## src/rtl/thermal_pkg.sv

```systemverilog
package thermal_pkg;

    typedef struct packed {
        logic hot;       // registered hot flag (active high internally)
        logic trip;      // sticky catastrophic trip
        logic throttle;  // throttle enable
    } ctl_state_t;

    localparam ctl_state_t CTL_RESET = '{hot: 1'b0, trip: 1'b0, throttle: 1'b0};

endpackage

```

## src/rtl/tt_sync.sv

```systemverilog
module tt_sync #(
    parameter int unsigned STAGES  = 2,
    parameter logic        RST_VAL = 1'b1
) (
    input  logic clk,
    input  logic rst_n,
    input  logic d_i,
    output logic q_o
);
    logic [STAGES-1:0] chain_d, chain_q;

    generate
        if (STAGES == 1) begin : g_one
            always_comb chain_d = d_i;
        end else begin : g_many
            always_comb chain_d = {chain_q[STAGES-2:0], d_i};
        end
    endgenerate

    always_ff @(posedge clk or negedge rst_n) begin
        if (!rst_n) chain_q <= {STAGES{RST_VAL}};
        else        chain_q <= chain_d;
    end

    assign q_o = chain_q[STAGES-1];
endmodule

```

## src/rtl/tt_pulse_mon.sv

```systemverilog
module tt_pulse_mon #(
    parameter int unsigned MIN_CYC = 62500
) (
    input  logic clk,
    input  logic rst_n,
    input  logic level_i,
    output logic short_o
);
    localparam int unsigned CW = $clog2(MIN_CYC + 1);
    localparam logic [CW-1:0] LIMIT = CW'(MIN_CYC);

    logic [CW-1:0] cnt_d, cnt_q;
    logic          flag_d, flag_q;

    always_comb begin
        cnt_d  = cnt_q;
        flag_d = flag_q;
        if (level_i) begin
            if (cnt_q < LIMIT) cnt_d = cnt_q + 1'b1;
        end else if (cnt_q != '0) begin
            // request just ended: judge its length
            if (cnt_q < LIMIT) flag_d = 1'b1;
            cnt_d = '0;
        end
    end

    always_ff @(posedge clk or negedge rst_n) begin
        if (!rst_n) begin
            cnt_q  <= '0;
            flag_q <= 1'b0;
        end else begin
            cnt_q  <= cnt_d;
            flag_q <= flag_d;
        end
    end

    assign short_o = flag_q;

    a_r8_flag_sticky: assert property (@(posedge clk) disable iff (!rst_n)
        flag_q |=> flag_q);
endmodule

```

## src/rtl/tt_edge_pulse.sv

```systemverilog
module tt_edge_pulse (
    input  logic clk,
    input  logic rst_n,
    input  logic level_i,
    input  logic rise_en_i,
    input  logic fall_en_i,
    input  logic block_i,
    output logic pulse_o
);
    logic prev_d, prev_q;
    logic pulse_d, pulse_q;

    always_comb begin
        prev_d  = level_i;
        pulse_d = ~block_i &
                  (( level_i & ~prev_q & rise_en_i) |
                   (~level_i &  prev_q & fall_en_i));
    end

    always_ff @(posedge clk or negedge rst_n) begin
        if (!rst_n) begin
            prev_q  <= 1'b0;
            pulse_q <= 1'b0;
        end else begin
            prev_q  <= prev_d;
            pulse_q <= pulse_d;
        end
    end

    assign pulse_o = pulse_q;

    a_r5_pulse_on_change: assert property (@(posedge clk) disable iff (!rst_n)
        pulse_q |-> (prev_q != $past(prev_q)));
endmodule

```

## src/rtl/thermal_throttle_ctrl.sv

```systemverilog
module thermal_throttle_ctrl #(
    parameter int unsigned SYNC_STAGES   = 2,
    parameter int unsigned MIN_PULSE_CYC = 62500
) (
    input  logic clk,
    input  logic rst_n,
    input  logic hot_flag_i,
    input  logic trip_flag_i,
    input  logic force_req_n_i,
    input  logic mon_en_i,
    input  logic irq_rise_en_i,
    input  logic irq_fall_en_i,
    output logic hot_n_o,
    output logic throttle_o,
    output logic irq_o,
    output logic trip_n_o,
    output logic shutdown_o,
    output logic short_force_o
);
    import thermal_pkg::*;

    ctl_state_t st_d, st_q;
    logic       force_n_s;
    logic       force_act;

    tt_sync #(.STAGES(SYNC_STAGES), .RST_VAL(1'b1)) u_sync (
        .clk   (clk),
        .rst_n (rst_n),
        .d_i   (force_req_n_i),
        .q_o   (force_n_s)
    );

    assign force_act = ~force_n_s;

    tt_pulse_mon #(.MIN_CYC(MIN_PULSE_CYC)) u_mon (
        .clk     (clk),
        .rst_n   (rst_n),
        .level_i (force_act),
        .short_o (short_force_o)
    );

    always_comb begin
        st_d          = st_q;
        st_d.hot      = hot_flag_i;
        st_d.trip     = st_q.trip | trip_flag_i;
        st_d.throttle = mon_en_i & ~st_d.trip & (st_q.hot | force_act);
    end

    always_ff @(posedge clk or negedge rst_n) begin
        if (!rst_n) st_q <= CTL_RESET;
        else        st_q <= st_d;
    end

    tt_edge_pulse u_irq (
        .clk       (clk),
        .rst_n     (rst_n),
        .level_i   (st_q.hot),
        .rise_en_i (irq_rise_en_i),
        .fall_en_i (irq_fall_en_i),
        .block_i   (st_d.trip),
        .pulse_o   (irq_o)
    );

    assign hot_n_o    = ~st_q.hot;
    assign throttle_o = st_q.throttle;
    assign trip_n_o   = ~st_q.trip;
    assign shutdown_o = st_q.trip;

    a_r6_trip_sticky: assert property (@(posedge clk) disable iff (!rst_n)
        !trip_n_o |=> !trip_n_o);
    a_r2_throttle_needs_en: assert property (@(posedge clk) disable iff (!rst_n)
        throttle_o |-> $past(mon_en_i));
    a_r7_no_throttle_in_shutdown: assert property (@(posedge clk) disable iff (!rst_n)
        shutdown_o |-> !throttle_o);
    a_r7_no_irq_in_shutdown: assert property (@(posedge clk) disable iff (!rst_n)
        shutdown_o |-> !irq_o);
    a_r6_shutdown_tracks_trip: assert property (@(posedge clk) disable iff (!rst_n)
        shutdown_o == !trip_n_o);
endmodule

```

## config.mk

```make
export PLATFORM = sky130hd
export DESIGN_NAME = thermal_throttle_ctrl
export DESIGN_NICKNAME = d
export VERILOG_FILES = /design/src/rtl/thermal_pkg.sv /design/src/rtl/tt_sync.sv /design/src/rtl/tt_pulse_mon.sv /design/src/rtl/tt_edge_pulse.sv /design/src/rtl/thermal_throttle_ctrl.sv
export SDC_FILE = /design/constraint.sdc
export NUM_CORES = 1
export LEC_CHECK = 0
export ABC_AREA = 1
export BUFFER_PORTS_ARGS = -buffer_cell sky130_fd_sc_hd__buf_4
export CORE_UTILIZATION = 45
export CTS_BUF_LIST = sky130_fd_sc_hd__clkbuf_4
export CTS_CLUSTER_DIAMETER = 150
export DETAILED_ROUTE_END_ITERATION = 7
export PLACE_DENSITY_LB_ADDON = 0.12
export SYNTH_ARGS = -nofsm -noshare
export SYNTH_HDL_FRONTEND = slang
export SYNTH_SLANG_ARGS = --single-unit
```

## constraint.sdc

```tcl
create_clock -name clk -period 1.5 [get_ports clk]
set_input_delay 0.3 -clock clk [delete_from_list [all_inputs] [get_ports clk]]
set_output_delay 0.3 -clock clk [all_outputs]
set_load 0.01 [all_outputs]
```

# == Word-level counts from Yosys, hierarchy flattened ==
# Cells that the tools add are included.
# op_classes
add_sub_neg,1
n_lt_le_gt_ge,1
n_eq_ne,1
n_mux,3
bitwise,15
reduce_logical,4
# ops
op,count
16-bit two-way mux,3
16-bit by 1-bit adder with 16-bit output (second input constant),1
16-bit less-than comparator (second input constant),1
16-bit nonzero test,1
1-bit AND,7
1-bit inverter,5
1-bit bitwise OR,3
3-bit AND reduction,1
2-bit by 1-bit inequality test with 1-bit output (second input constant),1
2-bit AND reduction,1
2-bit nonzero test,1
# totals
register_bits,24
out_inout_bits,6

# == Logic depth before layout (Yosys ltp) ==
# Gate-level depths: netlist of the first run.
# depth
ltp_word,5
depth_mapped,10
mapped_depth_nobuf,10

# == Modules after synthesis ==
# A second synthesis of the first run with hierarchy kept.
# hier_totals
hier_cells,204
area_unflattened_um2,1435.1
# modules_own_cells
mod,n_inst,cells_per_inst,area_each_um2,seq_area_each_um2
tt_pulse_mon,1,181,1193.6,425.4
thermal_throttle_ctrl,1,11,107.6,75.1
tt_edge_pulse,1,10,81.3,50.0
tt_sync,1,2,52.6,52.6

# == Worst setup path after synthesis of the first run ==
# No wires, ideal clock.
# synth_path
path_kind,flip-flop to flip-flop
from,register u_mon.cnt_q[0]
to,register u_mon.cnt_q[10]
setup_time_ns,0.117
arrival_time_ns,1.259
required_time_ns,1.383
setup_slack_ns,0.124
stages_incl_launch_ff,11
path_buffers,0
period_less_slack_ns,1.376
cell_sequence,dfrtp_1 -> ha_1 -> nand2_1 -> nor2_1 -> nand2_1 -> nor2_1 -> nand2_1 -> nand2_1 -> nor2_1 -> nand2_1 -> nand2_1
# synth_between
elab_chain_cells,3
word_cells_on_any_way,8
cone_classes,1 x add/sub; 1 x order compare; 1 x eq/ne; 2 x mux; 3 x reduce/logical
# synth_rtl
element,line_no,text
"start, declared",tt_pulse_mon.sv:12,"logic [CW-1:0] cnt_d, cnt_q;"
"start signal, assigned",tt_pulse_mon.sv:32,cnt_q <= cnt_d;
"16-bit by 1-bit adder with 16-bit output, or another cell as far along",tt_pulse_mon.sv:19,if (cnt_q < LIMIT) cnt_d = cnt_q + 1'b1;
"16-bit two-way mux, or another cell as far along",tt_pulse_mon.sv:19,
16-bit two-way mux or 2-bit AND reduction (tied branches),-,
# Several ways; a longest one is shown, not always the timed one. The select of a mux whose other input is x is not followed.
# A chain may end at the register's enable or synchronous reset.

# == Final worst setup path of the first run ==
# layout_path
from,register u_mon.cnt_q[3]
to,register u_mon.cnt_q[1]
# layout_between
elab_chain_cells,3
word_cells_on_any_way,5
cone_classes,1 x order compare; 1 x eq/ne; 3 x reduce/logical
# layout_rtl
element,line_no
16-bit less-than comparator or 16-bit nonzero test (tied branches),"tt_pulse_mon.sv:19, tt_pulse_mon.sv:20"
2-bit nonzero test (no source line) or 2-bit by 1-bit inequality test with 1-bit output (tied branches),-
2-bit AND reduction (no source line) (*),-
# Mark *: on every way between the ends. The rest lies on a longest branch, timed or not.

==> metrics.md, run 1 <==
| Metric | Value |
|---|---|
| Worst-Margin Slew | `0.3088 ns` |
| Number of standard cells after synthesis | `200` |
| Number of buffers and inverters on the critical path | `1` |
| Overall via count from detail_route | `1,417` |
| Peak Freq | `672.5 MHz` |
| Fraction of post-synthesis cell area in the top cell type by area | `38.46%` |
| Layout overhead on the synthesized area | `29.11%` |
| Starting Density | `47.27%` |
| Count of boundary I/O pins | `14` |
| Top post-synthesis cells by count | `sky130_fd_sc_hd__nand2_1 (68), sky130_fd_sc_hd__nor2_1 (32), sky130_fd_sc_hd__dfrtp_1 (22), sky130_fd_sc_hd__inv_1 (21), sky130_fd_sc_hd__nand3_1 (18)` |
| Kind of cell adding the most delay to the critical path | `simple AND/OR/NAND/NOR gates` |
| Die Footprint | `0.003411 sq mm` |
| Clock Tree Root | `sky130_fd_sc_hd__clkbuf_4` |
| Arrival time at the worst endpoint | `1.75 ns` |
| Netlist area before placement | `0.001431 sq mm` |
| Async set-or-reset flop fraction in the synthesized netlist | `100.0%` |
| Number of synthesized flops with an enable pin | `0` |
| FF-to-FF End | `u_mon.cnt_q[1]$_DFFE_PN0P_` |
| Fin crit period | `1.487 ns` |
| Drt pass-1 iters | `7` |
| Clock tree from TritonCTS | `yes` |
| Maximum fanout count along the critical path | `7` |
| Total design power | `1.616 mW` |
| Port-buffer cells | `13` |
| Number of rows in the core area | `20` |
| Core Util, Final | `61.03%` |
| Largest net degree at the start of global routing | `25` |
| Die Span X | `58.40 um` |
| Static Leak | `0.9096 nW` |
| Final weighted congestion of routability-driven global placement | `0.8588` |
| Net count after synthesis | `210` |
| Setup slack of the worst register-to-register path | `0.01 ns` |
| Library cell with the largest summed area after synthesis | `sky130_fd_sc_hd__dfrtp_1` |
| Cell types with the largest area share after synthesis | `sky130_fd_sc_hd__dfrtp_1 (38%), sky130_fd_sc_hd__nand2_1 (18%), sky130_fd_sc_hd__nor2_1 (8.4%)` |
| Global-route wire length before repair | `5.540 mm` |
| Total grt overflow | `0` |
| Total wire length after detailed routing | `3.514 mm` |
| Unrepaired setup endpoints after global routing | `true` |
| Number of antenna violations at the first check in global routing | `0` |
| Dominant cell by count in the synthesized netlist | `sky130_fd_sc_hd__nand2_1` |
| Data required time of the critical path | `1.76 ns` |
| Drt initial violations | `106` |
| Commonest register cell after synthesis | `sky130_fd_sc_hd__dfrtp_1` |
| Number of hold violations in the final report | `0` |
| Number of nets in the final layout | `244` |
| Max-cap violations | `0` |
| # diodes | `0` |
| Failing checks | `DRC` |
| Worst setup timing slack at the placement stage | `0.05088 ns` |
| Critical-path cell with the highest stage delay | `sky130_fd_sc_hd__dfrtp_1` |
| Worst Min Path Start | `hot_flag_i` |
| Kind of start point of the critical path | `flip-flop` |
| Worst rel slew slack | `79.41%` |
| Remaining number of nets flagged by the antenna check after routing | `0` |
| Number of remaining DRC errors | `1` |
| Worst path setup slack after routing | `0.01298 ns` |
| Share of the clock period used by the worst path | `99.13%` |
| End point of the most critical hold path | `st_q[2]$_DFF_PN0_` |
| Drt via density | `5.116` |
| Fraction of layout instances using a drive strength above 1 | `28.76%` |
| Worst Reg-to-Reg Cells | `7` |
| Mean area per synthesized cell | `7.157 sq um` |
| Reg-to-reg critical path startpoint | `u_mon.cnt_q[3]$_DFFE_PN0P_` |
| DIE HEIGHT | `58.40 um` |
| Post-synth cell types | `26` |
| Portion of the post-synthesis area used by sequential elements | `42.13%` |
| Via count of the first global-routing pass | `1,238` |
| Clock Pin Slew Worst Setup and Hold Paths | `0.15 ns` |
| Type of the worst setup path | `reg2reg` |
| Run status | `finished, violations left` |
| Number of max-slew violations in the final report | `0` |
| Count of H-tree levels built during CTS | `1` |
| Final-report setup violation count | `0` |
| Drt wl/cell | `12.69 um` |
| Fillcell total | `266` |
| Synth warnings | `0` |
| Max Buffers Root-to-Sink | `2` |
| Worst Hold Path Cells | `1` |
| Detailed Place HPWL | `2.408 mm` |
| Maximum cell stage delay along the critical path | `0.44 ns` |
| Clock skew after layout | `0.01517 ns` |
| Total routing resource utilization after global routing | `21.38%` |
| Worst Hold Slack | `0.06500 ns` |
| Type of element capturing the critical path | `flip-flop` |
| Clock Latency Late Sink | `0.33 ns` |
| Peak supply drop | `0.0006488 V` |
| Core region area | `0.003028 sq mm` |
| TritonCTS sink count | `24` |
| Inserted Clock Buffers | `3` |
| Power per standard cell area | `874.2 mW/mm^2` |
| Path category of the worst min-delay check | `in2reg` |
| Sequence of cells on the critical path | `or2_1, nor3_2, nand2_2, nand2_8, buf_6, nand3_1, nand2_1` |
| Synthesized flop and latch total | `24` |
==> placed cells by master (no fill, tap or decap), types with 4 or more instances in the layout <==
cell type,instances
sky130_fd_sc_hd__nand3_1,12
sky130_fd_sc_hd__nand2_1,65
sky130_fd_sc_hd__nor2_1,27
sky130_fd_sc_hd__nand3_2,8
sky130_fd_sc_hd__dfrtp_1,18
sky130_fd_sc_hd__a21oi_1,4
sky130_fd_sc_hd__dfrtp_2,4
sky130_fd_sc_hd__buf_4,26
sky130_fd_sc_hd__inv_1,19
sky130_fd_sc_hd__nand2_2,4
sky130_fd_sc_hd__nor2_2,5
==> area by class of cell <==
type	count	area, sq um	area share (%)
clock inverters	1	30.03	1.625
repair buffers	30	239.0	12.93
multi-input cells	154	814.5	44.08
flip-flops and latches	24	608.1	32.90
well taps	44	55.05	2.979
clock buffers	3	22.52	1.219
inverters	21	78.83	4.265
==> worst max-delay path by stage <==
| stage | startpoint | endpoint | slack [ns] | depth (start not counted) |
|---|---|---|---|---|
| 2_1_floorplan | u_mon.cnt_q[0]$_DFFE_PN0P_ | u_mon.cnt_q[10]$_DFFE_PN0P_ | 0.12 | 10 |
| 3_3_place_gp | u_mon.cnt_q[0]$_DFFE_PN0P_ | u_mon.cnt_q[10]$_DFFE_PN0P_ | 0.05 | 11 |
| 3_5_place_dp | u_mon.cnt_q[1]$_DFFE_PN0P_ | u_mon.cnt_q[10]$_DFFE_PN0P_ | 0.05 | 11 |
| 4_1_cts | u_mon.cnt_q[3]$_DFFE_PN0P_ | u_mon.cnt_q[1]$_DFFE_PN0P_ | 0.02 | 8 |
| 5_1_grt | u_mon.cnt_q[2]$_DFFE_PN0P_ | u_mon.cnt_q[2]$_DFFE_PN0P_ | -0.09 | 7 |
| 6_report | u_mon.cnt_q[3]$_DFFE_PN0P_ | u_mon.cnt_q[1]$_DFFE_PN0P_ | 0.01 | 7 |
==> metal layers <==
metal  track usage (%)  vias up  wire (um)
li1                  -      696          -
met1             31.18      667       1593
met2             33.17       50       1605
met3             2.198        4        279
met4             7.483        0         35
met5                 0        -          0
==> metrics by stage <==
stage	instances	instance area, sq um	setup TNS (ns)
final	277	1848	0
after global routing	277	1848	-0.8352
after detailed placement	265	1633	0
after CTS	270	1695	0
after global placement	265	1633	0
after floorplan	200	1431	0
==> sequential cells by signal, summed over array words and instances (netlist names) <==
signal / cells
u_irq.pulse_o: 1
u_irq.prev_q: 1
u_sync.chain_q: 2
st_q: 1
u_mon.cnt_q: 16
throttle_o: 1
shutdown_o: 1
u_mon.short_o: 1
==> cells by family after synthesis <==
logic type      synth area share (%)
buf+inv                        8.391
xor+xnor                       2.448
fa+ha+maj                      1.748
simple gates                   41.00
flops                          42.13
compound gates                 4.284
==> repair_timing <==
| action | CTS | global route |
|---|---|---|
| endpoints found under the hold margin | 22 | 0 |
| setup buffers | 0 | 4 |
| setup endpoints to repair | 0 | 16 |
| resized for setup | 0 | 28 |
| hold buffers | 1 | 0 |
==> report_power, final <==
group          switching, mW  internal, mW  leakage [nW]
Sequential            0.0398         0.685         0.303
Combinational          0.234         0.179         0.579
Clock                  0.208         0.270        0.0279
Power figures use the tool's default switching activity.
==> run 2: changes to the inputs <==
- ABC_AREA: 1 -> default
- CAP_MARGIN: default -> 20
- CORE_UTILIZATION: 45 -> 60
==> run 2 against run 1 <==
Net effect: the flow finishes with violations (DRC, setup timing); largest power group unchanged; synthesized area decreased by 10%; sequential power increased by 4.7%; total power increased by 0.97%; critical path depth decreased by 3; critical endpoint is now u_mon.cnt_q[5]$_DFFE_PN0P_; hold slack improved by 0.0094 ns; global-route usage increased by 18 points; fmax decreased by 20%; final cell count decreased by 27%; wire length increased by 55%; combinational power increased by 36%.
==> metrics.md, run 2 <==
| Metric | Value |
|---|---|
| Run status | `finished, violations left` |
| Failing checks | `DRC, setup timing` |
| Library cell with the largest summed area after synthesis | `sky130_fd_sc_hd__dfrtp_1` |
| Synth warnings | `0 (unchanged)` |
| Top post-synthesis cells by count | `sky130_fd_sc_hd__dfrtp_1 (22), sky130_fd_sc_hd__inv_1 (9), sky130_fd_sc_hd__nor3_1 (8), sky130_fd_sc_hd__a21oi_1 (7), sky130_fd_sc_hd__nand3_1 (7)` |
| Static Leak | `0.8349 nW (-8.2%)` |
| Inserted Clock Buffers | `3 (unchanged)` |
| Fillcell total | `40 (-85%)` |
| Path category of the worst min-delay check | `in2reg` |
| Worst Hold Slack | `0.07440 ns (+0.009409 ns)` |
| Number of standard cells after synthesis | `125 (-38%)` |
| Netlist area before placement | `0.001287 sq mm (-10%)` |
| Worst Reg-to-Reg Cells | `4 (-3)` |
| Sequential cell area | `613.1 sq um (+0.82%)` |
| Cell types with the largest area share after synthesis | `sky130_fd_sc_hd__dfrtp_1 (43%), sky130_fd_sc_hd__dfstp_2 (4.1%), sky130_fd_sc_hd__nor3_1 (3.1%)` |
| Clock Tree Root | `sky130_fd_sc_hd__clkbuf_4` |
| Starting Density | `64.96% (+18 points)` |
| Number of max-slew violations in the final report | `0 (unchanged)` |
| Worst path setup slack after routing | `-0.3510 ns (-0.3640 ns)` |
| Count of H-tree levels built during CTS | `1 (unchanged)` |
| DIE HEIGHT | `48.32 um (-17%)` |
| Overall via count from detail_route | `1,528 (+7.8%)` |
| Portion of the post-synthesis area used by sequential elements | `46.84% (+4.7 points)` |
| Peak supply drop | `0.0008025 V (+24%)` |
| Met3 layer wire length in the routed design | `690 um (+150%)` |
| Flip-flop count of the largest register, all copies and words added | `16 (unchanged)` |
| Critical path origin | `u_mon.cnt_q[7]$_DFFE_PN0P_` |
| Final-report setup violation count | `17 (+17)` |
| Number of nets in the final layout | `186 (-24%)` |
| Data required time of the critical path | `1.74 ns (-0.02 ns)` |
| Layout overhead on the synthesized area | `48.30%` |
| Clock tree from TritonCTS | `yes` |
| Routed length on met1 | `1.722 mm (+8.1%)` |
| Reg-to-reg critical path startpoint | `u_mon.cnt_q[7]$_DFFE_PN0P_` |
| Async set-or-reset flop fraction in the synthesized netlist | `100.0% (unchanged)` |
| Synth Area in Simple Gates | `21.57% (-19 points)` |
| Setup slack of the worst register-to-register path | `-0.35 ns (-0.36 ns)` |
| Drt via density | `7.564 (+48%)` |
| Fraction of layout instances using a drive strength above 1 | `54.86% (+26 points)` |
| Total grt overflow | `0 (unchanged)` |
| Number of synthesized flops with an enable pin | `0 (unchanged)` |
| Fin crit period | `1.851 ns (+0.3640 ns)` |
| Drt initial violations | `124 (+17%)` |
| Fraction of synthesized area in multiplexers | `2.915% (+2.9 points)` |
| Register with the most flip-flops | `u_mon.cnt_q` |
| Worst-Margin Slew | `0.4391 ns (+0.1302 ns)` |
| Logic pwr share | `34.5% (+8.9 points)` |
| Remaining number of nets flagged by the antenna check after routing | `0 (unchanged)` |
| Most frequent standard cell in the layout excluding fill and tap cells | `sky130_fd_sc_hd__buf_4` |
| # diodes | `0 (unchanged)` |
| Worst setup path endpoint | `u_mon.cnt_q[5]$_DFFE_PN0P_` |
| Worst setup timing slack at the placement stage | `-0.2476 ns (-0.2985 ns)` |
| Mean area per synthesized cell | `10.30 sq um (+44%)` |
| Core region area | `0.001982 sq mm (-35%)` |
| Number of remaining DRC errors | `1 (unchanged)` |
| Post-synthesis share of cell area spent on full adders, half adders and majority gates | `1.944% (+0.20 points)` |
| Die Footprint | `0.002335 sq mm (-32%)` |
| Drt pass-1 iters | `8 (+1)` |
| Net count after synthesis | `135 (-36%)` |
| Max-cap violations | `0 (unchanged)` |
| Dominant cell by count in the synthesized netlist | `sky130_fd_sc_hd__dfrtp_1` |
| Commonest register cell after synthesis | `sky130_fd_sc_hd__dfrtp_1` |
| Share of the clock period used by the worst path | `123.4% (+24 points)` |
| Peak Freq | `540.3 MHz (-20%)` |
| Total routing resource utilization after global routing | `39.65% (+18 points)` |
| Clock Pin Slew Worst Setup and Hold Paths | `0.14 ns (about the same)` |
| Detailed Place HPWL | `2.566 mm (+6.6%)` |
| Post-Synth XOR/XNOR Area | `2.041% (-0.41 points)` |
| Number of rows in the core area | `16 (-20%)` |
| Clock network fraction of total power | `19.0% (-11 points)` |
| Placed inst area | `0.001664 sq mm (+1.9%)` |
| Count of boundary I/O pins | `14 (unchanged)` |
| Kind of start point of the critical path | `flip-flop` |
| Maximum fanout count along the critical path | `5 (-2)` |
| Synthesized flop and latch total | `24 (unchanged)` |
| Fraction of post-synthesis cell area in the top cell type by area | `42.76% (+4.3 points)` |
| Clock skew after layout | `0.01037 ns (-0.004805 ns)` |
| Type of the worst setup path | `reg2reg` |
| Port-buffer cells | `13 (unchanged)` |
| Worst rel slew slack | `70.73% (-8.7 points)` |
| Power per standard cell area | `854.3 mW/mm^2 (-2.3%)` |
| FF-to-FF End | `u_mon.cnt_q[5]$_DFFE_PN0P_` |
| Clock Latency Late Sink | `0.33 ns (about the same)` |
| Most used cells in the layout excluding fill and tap cells | `sky130_fd_sc_hd__buf_4 (48), sky130_fd_sc_hd__dfrtp_1 (14), sky130_fd_sc_hd__dfrtp_2 (8)` |
| Max Buffers Root-to-Sink | `2 (unchanged)` |
| Total design power | `1.631 mW (+0.97%)` |
| Biggest registers after layout | `u_mon.cnt_q (16), u_sync.chain_q (2)` |
| Post-layout instance count excluding filler cells | `202 (-27%)` |
| Power spent charging and discharging nets | `0.5584 mW (+16%)` |
| Number of hold violations in the final report | `0 (unchanged)` |
| Routed wire length on met2 | `2.416 mm (+51%)` |
| Largest net degree at the start of global routing | `25 (unchanged)` |
| Combinational family with the most area after synthesis | `simple AND/OR/NAND/NOR gates` |
| Internal power of the cells | `1.073 mW (-5.4%)` |
| Post-synth cell types | `44 (+69%)` |
| Via count of the first global-routing pass | `1,397 (+13%)` |
| Post-Route Setup TNS | `-4.547 ns (-4.547 ns)` |
| Final weighted congestion of routability-driven global placement | `0.9170 (+6.8%)` |
| Uppermost routed layer | `met4` |
| Final Instance Area | `0.001909 sq mm (+3.3%)` |
| Type of element capturing the critical path | `flip-flop` |
| Multi-input gate area | `789.5 sq um (-3.1%)` |
| Drt wl/cell | `26.99 um (+110%)` |
| Area fraction in compound gates after synthesis | `18.95% (+15 points)` |
| Core Util, Final | `96.34% (+35 points)` |
| Worst Min Path Start | `force_req_n_i` |
| TritonCTS sink count | `24 (unchanged)` |
| Global-route wire length before repair | `6.989 mm (+26%)` |
| Number of antenna violations at the first check in global routing | `0 (unchanged)` |
| Reg power frac | `46.5% (+1.6 points)` |
| Die Span X | `48.32 um (-17%)` |
| Total wire length after detailed routing | `5.451 mm (+55%)` |
| Arrival time at the worst endpoint | `2.09 ns (+0.34 ns)` |
| Net Sw Frac | `34.23% (+4.4 points)` |
| Total instance count after detailed placement | `193 (-27%)` |
| Unrepaired setup endpoints after global routing | `true` |
==> run 2: worst min-delay path by stage <==
| stage | endpoint | slack, ns | cells past startpoint |
|---|---|---|---|
| 2_1_floorplan | shutdown_o$_DFF_PN0_ | 0.004 | 0 |
| 3_3_place_gp | u_mon.cnt_q[7]$_DFFE_PN0P_ | 0.21 | 1 |
| 3_5_place_dp | u_mon.cnt_q[7]$_DFFE_PN0P_ | 0.22 | 1 |
| 4_1_cts | u_sync.chain_q[0]$_DFF_PN1_ | 0.08 | 1 |
| 5_1_grt | u_sync.chain_q[0]$_DFF_PN1_ | 0.06 | 1 |
| 6_report | u_sync.chain_q[0]$_DFF_PN1_ | 0.07 | 1 |
==> run 2: repair_timing <==
item | CTS | global route
hold buffers | 1 | 0
gates cloned | 0 | 0
pin swaps | 10 | 7
endpoints found under the hold margin | 22 | 0
endpoints found under the setup margin | 17 | 17
gates resized for setup | 18 | 18
buffers inserted | 3 | 1
==> run 2: logic make-up after synthesis <==
kind of cell / after synthesis
AO/OA/AOI/OAI: 33
adder cells (fa/ha/maj): 2
multiplexers: 2
buffers and inverters: 15
flip-flops: 24
XOR/XNOR: 3
AND/OR/NAND/NOR: 46
==> run 2: power by group through the flow <==
stage | sequential [mW] | combinational [mW] | clock, mW
after floorplan | 0.771 | 0.152 | 0
after global placement | 0.754 | 0.364 | 0
after detailed placement | 0.761 | 0.379 | 0
after CTS | 0.744 | 0.446 | 0.296
after global routing | 0.760 | 0.578 | 0.326
final | 0.759 | 0.562 | 0.310
==> run 2: area by class of cell <==
| class | count | area share [%] |
|---|---|---|
| Tap cell | 27 | 1.769 |
| Timing Repair Buffer | 52 | 21.63 |
| Sequential cell | 24 | 32.11 |
| Clock inverter | 1 | 0.1966 |
| Multi-Input combinational cell | 86 | 41.35 |
| Inverter | 9 | 1.769 |
| Clock buffer | 3 | 1.180 |
==> run 2: routing by layer <==
metal / vias to the layer above / track usage (%)
met5: - / 0
met4: 0 / 21.08
met3: 93 / 5.975
met2: 166 / 64.79
met1: 694 / 51.05
li1: 575 / -
==> run 2: worst max-delay path, cell delays in order, from the launching register on <==
cell and delay [ns]:
sky130_fd_sc_hd__dfrtp_2 0.49, sky130_fd_sc_hd__nor4_1 0.35, sky130_fd_sc_hd__nand4_1 0.30, sky130_fd_sc_hd__mux2_4 0.40, sky130_fd_sc_hd__o211ai_1 0.23
==> run 3: changes to the inputs <==
- ABC_AREA: default -> 1
==> run 3 against run 2 <==
Net effect: the flow finishes with violations (setup timing); largest cell class unchanged; critical endpoint is now u_mon.cnt_q[10]$_DFFE_PN0P_; critical path depth increased by 7; die area rose by 11%; non-clock buffer count down 19; final cell count grew 31%; setup slack gained 0.30 ns; final area down 3.5%; global-route usage decreased by 9.3 points; wire length is 18% lower.
==> metrics.md, run 3 (same netlist as run 1, synthesis figures left out) <==
| Metric | Value |
|---|---|
| Run status | `finished, violations left` |
| Failing checks | `setup timing` |
| Logic pwr share | `35.6% (+1.1 points)` |
| GRT met1 Usage | `39.29% (-12 points)` |
| Kind of start point of the critical path | `flip-flop` |
| Die Span X | `50.84 um (+5.2%)` |
| Total grt overflow | `0 (unchanged)` |
| Worst-Margin Slew | `0.3147 ns (-0.1244 ns)` |
| Starting Density | `64.09% (-0.87 points)` |
| Number of nets in the final layout | `248 (+33%)` |
| Placed inst area | `0.001605 sq mm (-3.5%)` |
| Sequential cell area | `604.3 sq um (-1.4%)` |
| Total design power | `1.568 mW (-3.8%)` |
| Met2 track demand over resource in global routing | `51.33% (-13 points)` |
| Clock skew after layout | `0.006467 ns (-0.003899 ns)` |
| TritonCTS sink count | `24 (unchanged)` |
| Final-report setup violation count | `11 (-6)` |
| Core region area | `0.002233 sq mm (+13%)` |
| Type of the worst setup path | `reg2reg` |
| Peak supply drop | `0.001044 V (+30%)` |
| Path category of the worst min-delay check | `in2reg` |
| Number of rows in the core area | `17 (+1)` |
| Largest net degree at the start of global routing | `25 (unchanged)` |
| # diodes | `0 (unchanged)` |
| Peak Freq | `645.1 MHz (+19%)` |
| Count of H-tree levels built during CTS | `1 (unchanged)` |
| Worst path setup slack after routing | `-0.05020 ns (+0.3008 ns)` |
| Reg power frac | `45.7% (-0.8 points)` |
| Die Footprint | `0.002585 sq mm (+11%)` |
| Worst rel slew slack | `79.02% (+8.3 points)` |
| Inserted Clock Buffers | `3 (unchanged)` |
| Most used cells in the layout excluding fill and tap cells | `sky130_fd_sc_hd__nand2_1 (62), sky130_fd_sc_hd__buf_4 (29), sky130_fd_sc_hd__nor2_1 (25)` |
| Worst setup timing slack at the placement stage | `0.03185 ns (+0.2794 ns)` |
| Internal power of the cells | `1.027 mW (-4.3%)` |
| Worst Hold Path Cells | `1 (unchanged)` |
| Clock Pin Slew Worst Setup and Hold Paths | `0.13 ns (about the same)` |
| Net Sw Frac | `34.52% (+0.29 points)` |
| Overall via count from detail_route | `1,594 (+4.3%)` |
| Remaining number of nets flagged by the antenna check after routing | `0 (unchanged)` |
| Type of element capturing the critical path | `flip-flop` |
| Number of max-slew violations in the final report | `0 (unchanged)` |
| Power per standard cell area | `851.0 mW/mm^2 (-0.38%)` |
| Maximum fanout count along the critical path | `6 (+1)` |
| Drt initial violations | `118 (-4.8%)` |
| DIE HEIGHT | `50.84 um (+5.2%)` |
| Count of boundary I/O pins | `14 (unchanged)` |
| Layout overhead on the synthesized area | `28.76%` |
| Drt via density | `6.015 (-20%)` |
| Unrepaired setup endpoints after global routing | `true` |
| Setup slack of the worst register-to-register path | `-0.05 ns (+0.30 ns)` |
| Met3 usage | `3.869% (-2.1 points)` |
| Biggest registers after layout | `u_mon.cnt_q (16), u_sync.chain_q (2)` |
| Final Instance Area | `0.001843 sq mm (-3.5%)` |
| Max-cap violations | `0 (unchanged)` |
| Most frequent standard cell in the layout excluding fill and tap cells | `sky130_fd_sc_hd__nand2_1` |
| Static Leak | `0.9210 nW (+10%)` |
| Multi-input gate area | `837.1 sq um (+6.0%)` |
| Total wire length after detailed routing | `4.469 mm (-18%)` |
| Arrival time at the worst endpoint | `1.78 ns (-0.31 ns)` |
| Number of antenna violations at the first check in global routing | `0 (unchanged)` |
| Drt pass-1 iters | `5 (-3)` |
| Detailed Place HPWL | `2.455 mm (-4.3%)` |
| Fraction of layout instances using a drive strength above 1 | `31.22% (-24 points)` |
| Clock network fraction of total power | `18.6% (-0.4 points)` |
| Number of hold violations in the final report | `0 (unchanged)` |
| Register with the most flip-flops | `u_mon.cnt_q` |
| Number of remaining DRC errors | `0 (-1)` |
| Port-buffer cells | `13 (unchanged)` |
| Global-route wire length before repair | `5.678 mm (-19%)` |
| Clock Tree Root | `sky130_fd_sc_hd__clkbuf_4` |
| Clock Latency Late Sink | `0.32 ns (about the same)` |
| Fin crit period | `1.550 ns (-0.3008 ns)` |
| Clock tree from TritonCTS | `yes` |
| Busiest metal layer after global routing | `met2` |
| Total routing resource utilization after global routing | `30.39% (-9.3 points)` |
| Final weighted congestion of routability-driven global placement | `1.009 (+10%)` |
| Max Buffers Root-to-Sink | `2 (unchanged)` |
| Flip-flop count of the largest register, all copies and words added | `16 (unchanged)` |
| Share of the clock period used by the worst path | `103.3% (-20 points)` |
| Fillcell total | `133 (+230%)` |
| Power spent charging and discharging nets | `0.5415 mW (-3.0%)` |
| Worst Reg-to-Reg Cells | `11 (+7)` |
| Data required time of the critical path | `1.73 ns (about the same)` |
| Drt wl/cell | `16.86 um (-38%)` |
| Via count of the first global-routing pass | `1,282 (-8.2%)` |
[run 3: metal layers]
layer / up-vias / routed length, um / share of wire (%)
li1: 706 / - / -
met1: 700 / 1590 / 36
met2: 144 / 2123 / 48
met3: 44 / 444 / 9.9
met4: 0 / 310 / 6.9
met5: - / 0 / 0
[run 3: cell type report]
type	count	share of cell area (%)
tap	28	1.901
timing repair buffer	33	14.19
sequential	24	32.79
clock inverter	1	0.2037
multi-input combinational	155	45.42
inverter	21	4.277
clock buffer	3	1.222
[run 3: path summary, 6_finish.rpt]
| path | from | endpoint |
|---|---|---|
| max | u_mon.cnt_q[0]$_DFFE_PN0P_ | u_mon.cnt_q[10]$_DFFE_PN0P_ |
| min | force_req_n_i | u_sync.chain_q[0]$_DFF_PN1_ |
| max reg2reg | u_mon.cnt_q[0]$_DFFE_PN0P_ | u_mon.cnt_q[10]$_DFFE_PN0P_ |
| min reg2reg | u_sync.chain_q[0]$_DFF_PN1_ | u_sync.chain_q[1]$_DFF_PN1_ |
| max in group asynchronous | rst_n | u_sync.chain_q[1]$_DFF_PN1_ |
| min in group asynchronous | rst_n | u_mon.cnt_q[14]$_DFFE_PN0P_ |
[run 3: worst max-delay path, stage by stage (launching register included)]
cell and delay (ns):
sky130_fd_sc_hd__dfrtp_1 0.44, sky130_fd_sc_hd__ha_2 0.23, sky130_fd_sc_hd__nand2_2 0.07, sky130_fd_sc_hd__nor2_1 0.08, sky130_fd_sc_hd__buf_4 0.16, sky130_fd_sc_hd__nand2_2 0.08
sky130_fd_sc_hd__nor2_4 0.12, sky130_fd_sc_hd__nand2_1 0.07, sky130_fd_sc_hd__nand2_1 0.06, sky130_fd_sc_hd__nor2_1 0.04, sky130_fd_sc_hd__nand2_1 0.06, sky130_fd_sc_hd__nand2_1 0.05
[run 3: power by group through the flow]
stage               Clock [mW]  Sequential [mW]  Combinational (mW)
detailed placement           0            0.728               0.314
global route             0.320            0.722               0.593
floorplan                    0            0.726               0.209
finish                   0.292            0.717               0.559
global placement             0            0.722               0.305
CTS                      0.299            0.715               0.319
[run 3: what timing repair did]
action                                 in CTS  in global routing
endpoints found under the hold margin      22                  0
hold buffers                                1                  0
gates resized for setup                     0                 34
setup endpoints to repair                   0                 16
buffers inserted                            0                  8
[run 3: metrics by stage]
stage	instances	hold WS, ns	utilization [%]	TNS, ns
after floorplan	200	0.004409	-	0
after global placement	248	0.2090	71.88	0
after detailed placement	248	0.2132	71.88	0
after CTS	253	0.06869	73.50	0
after global routing	265	0.05405	82.52	-1.699
final	265	0.07011	82.52	-0.3455
